## config.mk

```make
export PLATFORM = sky130hd
export DESIGN_NAME = gpio_port_bank
export DESIGN_NICKNAME = d
export VERILOG_FILES = /design/src/rtl/gpio_pkg.sv /design/src/rtl/gpio_in_sync.sv /design/src/rtl/gpio_blink_timer.sv /design/src/rtl/gpio_ctrl_regs.sv /design/src/rtl/gpio_port_bank.sv
export SDC_FILE = /design/constraint.sdc
export NUM_CORES = 1
export LEC_CHECK = 0
export BUFFER_PORTS_ARGS = -buffer_cell sky130_fd_sc_hd__buf_2
export CAP_MARGIN = 30
export CORE_ASPECT_RATIO = 0.6
export CORE_MARGIN = 2
export CORE_UTILIZATION = 32
export DETAILED_ROUTE_END_ITERATION = 12
export SLEW_MARGIN = 40
export SYNTH_ARGS = -nofsm -noshare
export SYNTH_HDL_FRONTEND = slang
export SYNTH_HIERARCHICAL = 1
export SYNTH_SLANG_ARGS = --single-unit
```

## constraint.sdc

```tcl
create_clock -name clk -period 4.37 [get_ports clk]
set_clock_uncertainty 0.2 [all_clocks]
set_input_delay 0.874 -clock clk [delete_from_list [all_inputs] [get_ports clk]]
set_output_delay 0.874 -clock clk [all_outputs]
set_load 0.05 [all_outputs]
```

## src/rtl/gpio_pkg.sv

```systemverilog
package gpio_pkg;

    localparam int ADDR_W = 3;

    // Register word addresses on the control bus
    localparam logic [ADDR_W-1:0] REG_DIR    = 3'd0;
    localparam logic [ADDR_W-1:0] REG_LEVEL  = 3'd1;
    localparam logic [ADDR_W-1:0] REG_BLINK  = 3'd2;
    localparam logic [ADDR_W-1:0] REG_INVERT = 3'd3;
    localparam logic [ADDR_W-1:0] REG_DIN    = 3'd4;
    localparam logic [ADDR_W-1:0] REG_PERIOD = 3'd5;

endpackage

```

## src/rtl/gpio_in_sync.sv

```systemverilog
module gpio_in_sync #(
    parameter int N = 32
) (
    input  logic         clk,
    input  logic         rst_n,
    input  logic [N-1:0] d,
    output logic [N-1:0] q
);

    typedef struct packed {
        logic [N-1:0] s1;
        logic [N-1:0] s2;
    } sync_t;

    sync_t st_d, st_q;

    always_comb begin
        st_d    = st_q;
        st_d.s1 = d;
        st_d.s2 = st_q.s1;
    end

    always_ff @(posedge clk or negedge rst_n) begin
        if (!rst_n) begin
            st_q <= '0;
        end else begin
            st_q <= st_d;
        end
    end

    assign q = st_q.s2;

endmodule

```

## src/rtl/gpio_blink_timer.sv

```systemverilog
module gpio_blink_timer #(
    parameter int              PERIOD_W     = 16,
    parameter logic [PERIOD_W-1:0] RESET_PERIOD = 16'd4999
) (
    input  logic                clk,
    input  logic                rst_n,
    input  logic                period_we,
    input  logic [PERIOD_W-1:0] period_wdata,
    output logic [PERIOD_W-1:0] period_q,
    output logic                phase
);

    typedef struct packed {
        logic [PERIOD_W-1:0] lim;
        logic [PERIOD_W-1:0] cnt;
        logic                phase;
    } tmr_t;

    tmr_t st_d, st_q;
    logic tick;

    assign tick = (st_q.cnt == st_q.lim);

    always_comb begin
        st_d = st_q;
        if (period_we) begin
            st_d.lim   = period_wdata;
            st_d.cnt   = '0;
            st_d.phase = 1'b0;
        end else if (tick) begin
            st_d.cnt   = '0;
            st_d.phase = ~st_q.phase;
        end else begin
            st_d.cnt   = st_q.cnt + 1'b1;
        end
    end

    always_ff @(posedge clk or negedge rst_n) begin
        if (!rst_n) begin
            st_q.lim   <= RESET_PERIOD;
            st_q.cnt   <= '0;
            st_q.phase <= 1'b0;
        end else begin
            st_q <= st_d;
        end
    end

    assign period_q = st_q.lim;
    assign phase    = st_q.phase;

    AST_CNT_IN_RANGE: assert property (@(posedge clk) disable iff (!rst_n)
        st_q.cnt <= st_q.lim);

    AST_PHASE_ON_TICK: assert property (@(posedge clk) disable iff (!rst_n)
        ($past(rst_n) && $past(tick) && !$past(period_we)) |-> (st_q.phase != $past(st_q.phase)));

    AST_PHASE_HOLD: assert property (@(posedge clk) disable iff (!rst_n)
        ($past(rst_n) && !$past(tick) && !$past(period_we)) |-> $stable(st_q.phase));

    AST_PERIOD_RESTART: assert property (@(posedge clk) disable iff (!rst_n)
        period_we |=> (st_q.cnt == '0 && !st_q.phase));

endmodule

```

## src/rtl/gpio_ctrl_regs.sv

```systemverilog
module gpio_ctrl_regs
    import gpio_pkg::*;
#(
    parameter int N        = 32,
    parameter int PERIOD_W = 16
) (
    input  logic                clk,
    input  logic                rst_n,
    input  logic                wr_en,
    input  logic                rd_en,
    input  logic [ADDR_W-1:0]   addr,
    input  logic [N-1:0]        wdata,
    input  logic [N-1:0]        din_live,
    input  logic [PERIOD_W-1:0] period_q,
    output logic [N-1:0]        rd_data,
    output logic [N-1:0]        dir,
    output logic [N-1:0]        level,
    output logic [N-1:0]        blink,
    output logic [N-1:0]        invert,
    output logic                period_we,
    output logic [PERIOD_W-1:0] period_wdata
);

    typedef struct packed {
        logic [N-1:0] dir;
        logic [N-1:0] level;
        logic [N-1:0] blink;
        logic [N-1:0] invert;
        logic [N-1:0] rdata;
    } regs_t;

    regs_t st_d, st_q;
    logic [N-1:0] rd_mux;

    always_comb begin
        case (addr)
            REG_DIR:    rd_mux = st_q.dir;
            REG_LEVEL:  rd_mux = st_q.level;
            REG_BLINK:  rd_mux = st_q.blink;
            REG_INVERT: rd_mux = st_q.invert;
            REG_DIN:    rd_mux = din_live;
            REG_PERIOD: rd_mux = N'(period_q);
            default:    rd_mux = '0;
        endcase
    end

    always_comb begin
        st_d = st_q;
        if (wr_en) begin
            case (addr)
                REG_DIR:    st_d.dir    = wdata;
                REG_LEVEL:  st_d.level  = wdata;
                REG_BLINK:  st_d.blink  = wdata;
                REG_INVERT: st_d.invert = wdata;
                default:    ;
            endcase
        end
        if (rd_en) begin
            st_d.rdata = rd_mux;
        end
    end

    always_ff @(posedge clk or negedge rst_n) begin
        if (!rst_n) begin
            st_q.dir    <= '1;
            st_q.level  <= '0;
            st_q.blink  <= '0;
            st_q.invert <= '0;
            st_q.rdata  <= '0;
        end else begin
            st_q <= st_d;
        end
    end

    assign period_we    = wr_en && (addr == REG_PERIOD);
    assign period_wdata = wdata[PERIOD_W-1:0];
    assign rd_data      = st_q.rdata;
    assign dir          = st_q.dir;
    assign level        = st_q.level;
    assign blink        = st_q.blink;
    assign invert       = st_q.invert;

    AST_DIN_WRITE_IGNORED: assert property (@(posedge clk) disable iff (!rst_n)
        (wr_en && addr == REG_DIN) |=> ($stable(st_q.dir) && $stable(st_q.level)
                                        && $stable(st_q.blink) && $stable(st_q.invert)));

    AST_RDATA_HOLD: assert property (@(posedge clk) disable iff (!rst_n)
        !rd_en |=> $stable(rd_data));

endmodule

```

## src/rtl/gpio_port_bank.sv

```systemverilog
module gpio_port_bank
    import gpio_pkg::*;
#(
    parameter int                  NPINS        = 32,
    parameter int                  PERIOD_W     = 16,
    parameter logic [PERIOD_W-1:0] RESET_PERIOD = 16'd4999
) (
    input  logic              clk,
    input  logic              rst_n,
    input  logic              bus_wr,
    input  logic              bus_rd,
    input  logic [ADDR_W-1:0] bus_addr,
    input  logic [NPINS-1:0]  bus_wdata,
    output logic [NPINS-1:0]  bus_rdata,
    input  logic [NPINS-1:0]  pad_in,
    output logic [NPINS-1:0]  pad_out,
    output logic [NPINS-1:0]  pad_oe
);

    logic [NPINS-1:0]    pad_sync;
    logic [NPINS-1:0]    din_live;
    logic [NPINS-1:0]    dir, level, blink, invert;
    logic                period_we;
    logic [PERIOD_W-1:0] period_wdata;
    logic [PERIOD_W-1:0] period_q;
    logic                phase;

    gpio_in_sync #(.N(NPINS)) i_sync (
        .clk   (clk),
        .rst_n (rst_n),
        .d     (pad_in),
        .q     (pad_sync)
    );

    assign din_live = pad_sync ^ invert;

    gpio_ctrl_regs #(.N(NPINS), .PERIOD_W(PERIOD_W)) i_regs (
        .clk          (clk),
        .rst_n        (rst_n),
        .wr_en        (bus_wr),
        .rd_en        (bus_rd),
        .addr         (bus_addr),
        .wdata        (bus_wdata),
        .din_live     (din_live),
        .period_q     (period_q),
        .rd_data      (bus_rdata),
        .dir          (dir),
        .level        (level),
        .blink        (blink),
        .invert       (invert),
        .period_we    (period_we),
        .period_wdata (period_wdata)
    );

    gpio_blink_timer #(.PERIOD_W(PERIOD_W), .RESET_PERIOD(RESET_PERIOD)) i_timer (
        .clk          (clk),
        .rst_n        (rst_n),
        .period_we    (period_we),
        .period_wdata (period_wdata),
        .period_q     (period_q),
        .phase        (phase)
    );

    for (genvar i = 0; i < NPINS; i++) begin : g_pin
        assign pad_out[i] = blink[i] ? phase : level[i];
        assign pad_oe[i]  = ~dir[i];
    end

    AST_BLINK_IN_PHASE: assert property (@(posedge clk) disable iff (!rst_n)
        ((pad_out & blink) == '0) || ((pad_out & blink) == blink));

    AST_OE_AFTER_RESET: assert property (@(posedge clk) disable iff (!rst_n)
        !$past(rst_n) |-> (pad_oe == '0));

endmodule

```

# Yosys cells after proc, flatten, opt, wreduce, memory -nomap -nowiden
# Cells that the tools add are included.
# W data, S select, Z words.
[totals]
register_bits = 257
input_bits = 71
out_inout_bits = 96
word_cells = 94
[classes]
n_addsub = 1
eq_ne = 6
mux = 36
bitwise = 34
n_reduce_logical = 7
[op_table]
columns = ["cell", "n"]
rows = [
  ["$pmux W32 S6", 1],
  ["$mux W1", 33],
  ["$not A1 Y1", 33],
  ["$xor A32 B32 Y32", 1],
  ["$mux W17", 1],
  ["$add A16 B1 Y16 const B", 1],
  ["$eq A16 B16 Y1", 1],
  ["$mux W16", 1],
  ["$reduce_and A2 Y1", 4],
  ["$eq A3 B2 Y1 const B", 2],
  ["$eq A3 B3 Y1 const B", 2],
  ["$eq A3 B1 Y1 const B", 1],
  ["$logic_not A3 Y1", 1],
  ["$reduce_bool A2 Y1", 1],
  ["$logic_and A1 B1 Y1", 1],
]

# Longest topological paths before layout
[logic_depth]
ltp_word = 3
depth_mapped = 10
ltp_nobuf = 5

# Modules after synthesis
# Netlist, hierarchy kept.
[by_module_without_submodules]
columns = ["module", "instances", "cells_per_inst", "area_each_um2"]
rows = [
  ["gpio_ctrl_regs", 1, 617, 7777.5],
  ["gpio_blink_timer", 1, 152, 1722.9],
  ["gpio_in_sync", 1, 64, 1601.5],
  ["gpio_port_bank", 1, 99, 775.7],
]

# Worst setup path before layout
# OpenSTA, ideal clock, no wires.
[synth_path]
path_type = "input to register"
start = "in bus_addr[0]"
end = "reg i_timer.st_q (netlist bit i_timer/period_q[10])"
arrival_ps = 2809
required_time_ps = 4045
setup_slack_ps = 1236
stages = 8
n_path_buf = 6
path_cell_list = "buf_4 > buf_2 > buf_4 > buf_2 > and3_1 > clkbuf_1 > buf_1 > mux2_2"
[synth_via]
elab_chain_cells = 2
[synth_lines]
columns = ["element", "line_no", "text"]
rows = [
  ["start, declared", "gpio_port_bank.sv:12", "input logic [ADDR_W-1:0] bus_addr,"],
  ["$eq A3 B3 Y1", "gpio_ctrl_regs.sv:75", "assign period_we = wr_en && (addr == REG_PERIOD);"],
  ["$logic_and A1 B1 Y1", "gpio_ctrl_regs.sv:75", ""],
  ["named net period_we", "gpio_port_bank.sv:23", "logic period_we;"],
  ["end signal, assigned", "gpio_blink_timer.sv:44", "st_q <= st_d;"],
  ["end, declared", "gpio_blink_timer.sv:19", "tmr_t st_d, st_q;"],
]
# The timed path passes the listed nets, and every way through them passes these cells.
# A chain may end at the register's enable or synchronous reset.

# Worst setup path after layout
[layout_path]
start = "reg, netlist name i_timer/phase"
end = "out pad_out[7]"
[layout_via]
elab_chain_cells = 1
[layout_lines]
columns = ["element", "line_no", "text"]
rows = [
  ["$mux W1", "gpio_port_bank.sv:65", "assign pad_out[i] = blink[i] ? phase : level[i];"],
  ["end, declared", "gpio_port_bank.sv:16", "output logic [NPINS-1:0] pad_out,"],
]
# Every way passes these cells.

==> impl_summary.log <==
INFO  metric routed-via-count = ~7600
INFO  metric reg2reg_start = i_timer/period_q[15]
INFO  metric setup.worst_path.end_class = output port
INFO  metric finalMaxSlewViolations = 0
INFO  metric grt_antenna_before_repair = 2
INFO  metric worst_case_reg_to_reg_path_depth = 5
INFO  metric regToRegEndpoint = i_timer/st_q[7]
INFO  metric detail_route.first_pass.iterations = 4
INFO  metric grt_pass1_wl = about 50000 um
INFO  metric buffer_ports.inserted = roughly 170
INFO  metric ant_nets = 0
INFO  metric cp_slowest_stage_delay = about 0.72 ns
INFO  metric finalWorstPathRequiredPeriod = between 3 and 4 ns
INFO  metric groute.usage.overall = 0.168
INFO  metric die_h = 153 um
INFO  metric worstSetupPathType = register to output port
INFO  metric setup.reg_to_reg.worst_slack = between 2 and 2.5 ns
INFO  metric seq_area_frac_synth = 0.546
INFO  metric grt_start_max_net_pins = 83
INFO  metric maxCapViolCount = 0
INFO  metric count_of_boundary_i_o_pins = approximately 170
INFO  metric die_width = about 250 um
INFO  metric timing.max_slew.rel_slack = 0.434
INFO  metric synthesized_net_count = around 1000
INFO  metric leakage = between 6 and 7 nW
INFO  metric vdd_drop_max = approximately 0.00031 V
INFO  metric max_slew.worst_pin.slew = between 0.8 and 0.9 ns
INFO  metric fin_cells = between 1500 and 2000
INFO  metric synthCells = roughly 930
INFO  metric number_of_placed_cells_counting_well_taps = roughly 1500
INFO  metric synth_flop_cell = dfrtp_1
INFO  metric core-area = roughly 36000 um^2
INFO  metric cts_hold_buf = 0
INFO  metric crit_chain = buf_4 -> mux2_2 -> buf_2
INFO  metric synthDistinctLibCells = 56
INFO  metric synthArstFlopShare = 1.00
INFO  metric synth_enable_flop_cells = 0
INFO  metric detailed_route_wire_length_per_cell = between 20 and 25 um
INFO  metric start_kind = register
INFO  metric cts.reportedPaths.clkPinSlew = roughly 0.07 ns
INFO  metric totalWireLength = approximately 32000 um
INFO  metric timing.final.crit_share = 0.746
INFO  metric worstSkewPairLatency = between 0.5 and 0.6 ns
INFO  metric place_hpwl = between 20000 and 25000 um
INFO  metric effective_utilization_at_floorplan = 0.326
INFO  metric timing.critical_path.slowest_stage_cell = dfrtp_2
INFO  metric cts_tree = yes
INFO  metric num_rows = 54
INFO  metric cts.repair_timing.setup_buffer_count = 0
INFO  metric fp.dieArea = approximately 39000 um^2
INFO  metric outcome = complete, no violations
INFO  metric overall_power = 7.51 mW
INFO  metric number_of_global_route_vias_before_repair = between 7000 and 8000
INFO  metric rsz0062_at_grt = no
INFO  metric synthToLayoutAreaGrowth = 16.1%
INFO  metric tns = 0 ns
INFO  metric finalWeightedCongestion = 0.799
INFO  metric cts.root.buffer_cell = clkbuf_16
INFO  metric cts-buffers-inserted = 25
INFO  metric report.final.hold_viol_count = 0
INFO  metric fillers = roughly 3500
INFO  metric critical_path.startpoint = i_timer/phase
INFO  metric synthesis.area = ~12000 um^2
INFO  metric ys_seq_elements = about 260
INFO  metric yosys_warnings = 6
INFO  metric worstPathMaxFanout = 18
INFO  metric worst_hold_path_type = input pin to async pin
INFO  metric tritoncts_num_sinks = around 260
INFO  metric vias_per_cell = 4.92
INFO  metric grt_overflow = 0
INFO  metric synthesis.area_per_instance = roughly 13 um^2
INFO  metric drc = 0
INFO  metric timing.critical_path.required = 3.30 ns
INFO  metric cts_resized = 0
INFO  metric drive_gt1_frac = 0.435
INFO  metric cellPowerDensity = about 540 nW/um^2
INFO  metric h-tree-depth = 1
INFO  metric max_clock_freq = about 0.31 GHz
INFO  metric crit_path_end = pad_out[7]
INFO  metric timing.critical_path.arrival = 2.19 ns
INFO  metric cts_buffer_depth = 3
INFO  metric drt_first_iter_violations = roughly 500
INFO  metric setup-violations-final = 0
INFO  metric nets = roughly 1100
-- where the power goes --
part	leakage [nW]	switching, mW	internal, mW
sequential	3.04	0.380	2.84
combinational	2.73	1.26	0.734
clock	0.424	0.945	1.35
total	6.19	2.59	4.92
-- cell families (layout without fill, tap and decap cells) --
| family | count (synthesis) | after routing | synth area share |
|---|---|---|---|
| xor gates and xnor gates | 60 | 60 | 0.0442 |
| muxes | 217 | 217 | 0.211 |
| other | 0 | 1 | 0 |
| adders and majority gates | 1 | 1 | 0.00105 |
| buffers and inverters | 124 | 268 | 0.0609 |
| AOI/OAI and AO/OA | 110 | 110 | 0.0684 |
| and+or+nand+nor | 163 | 163 | 0.0687 |
| DFF | 257 | 257 | 0.546 |
-- per-stage QoR --
step | area, um^2 | worst slack, ns | utilization | hold WS, ns
after floorplan | 11900 | 1.24 | - | 0.131
after global routing | 13800 | 1.07 | 0.378 | 0.151
after CTS | 13800 | 1.14 | 0.378 | 0.134
final | 13800 | 1.11 | 0.378 | 0.105
after detailed placement | 12900 | 1.12 | 0.354 | 0.135
after global placement | 12900 | 1.17 | 0.354 | 0.134
-- layout by cell type, fill, tap and decap left out, types with 20 or more instances in the layout --
cell type / Yosys / final
nand3_1: 20 / 20
inv_1: 38 / 38
xnor2_1: 27 / 27
mux2_2: 143 / 143
mux2_4: 30 / 30
nand2_1: 40 / 40
a21oi_1: 24 / 24
dfrtp_1: 218 / 217
mux2i_1: 38 / 38
buf_2: 14 / 165
nor2_1: 52 / 51
dfstp_2: 39 / 39
xor2_1: 33 / 33
clkbuf_16: 0 / 25
-- layer usage --
layer,part of all wire,global-route usage
met3,0.057,0.0332
met2,0.42,0.241
met5,0.00040,0
met1,0.50,0.260
met4,0.020,0.0344
-- worst min-delay path by stage --
stage	from	to	slack [ns]	cells past startpoint
after floorplan	i_sync/st_d[0]	i_sync/q[0]	0.13	0
after global placement	i_sync/st_d[11]	i_sync/q[11]	0.13	0
after detailed placement	i_sync/st_d[22]	i_sync/q[22]	0.13	0
after CTS	rst_n	i_regs/level[5]	0.13	1
after global routing	rst_n	i_regs/level[5]	0.15	1
final	rst_n	i_regs/level[5]	0.10	1
-- flip-flops by register name, indices dropped and copies added, names as in the netlist --
name              count
i_regs/blink         32
i_regs/dir           32
i_regs/invert        32
i_regs/level         32
i_regs/rd_data       32
i_sync/q             32
i_sync/st_d          32
i_timer/period_q     16
i_timer/phase         1
i_timer/st_q         16
-- critical path, delay by kind of cell, from the launching register on --
kind | cells | cell delay, ns
buffers and inverters | 2 | 0.65
flip-flops | 1 | 0.72
multiplexers | 1 | 0.26
-- synthesized netlist by cell type, drive strengths merged (13+ instances only) --
| cell type | n | area, um^2 |
|---|---|---|
| mux2i | 38 | 380 |
| a21oi | 25 | 129 |
| nand2 | 40 | 150 |
| dfstp | 39 | 1020 |
| nand3 | 22 | 128 |
| xnor2 | 27 | 236 |
| clkbuf | 21 | 82.6 |
| mux2 | 179 | 2130 |
| dfrtp | 218 | 5460 |
| inv | 38 | 143 |
| o21ai | 13 | 65.1 |
| xor2 | 33 | 289 |
| nor2 | 53 | 206 |
| buf | 65 | 498 |
-- cell type report --
type | count | area [um^2] | area share
Antenna cell | 1 | 2.50 | 0.000181
Inverter | 38 | 143 | 0.0103
Multi-Input combinational cell | 551 | 4680 | 0.339
Clock inverter | 14 | 178 | 0.0129
Timing Repair Buffer | 185 | 1020 | 0.0743
Clock buffer | 31 | 688 | 0.0499
Sequential cell | 257 | 6480 | 0.470
Tap cell | 476 | 596 | 0.0432
Note: power is estimated with default switching activity, not from simulation.
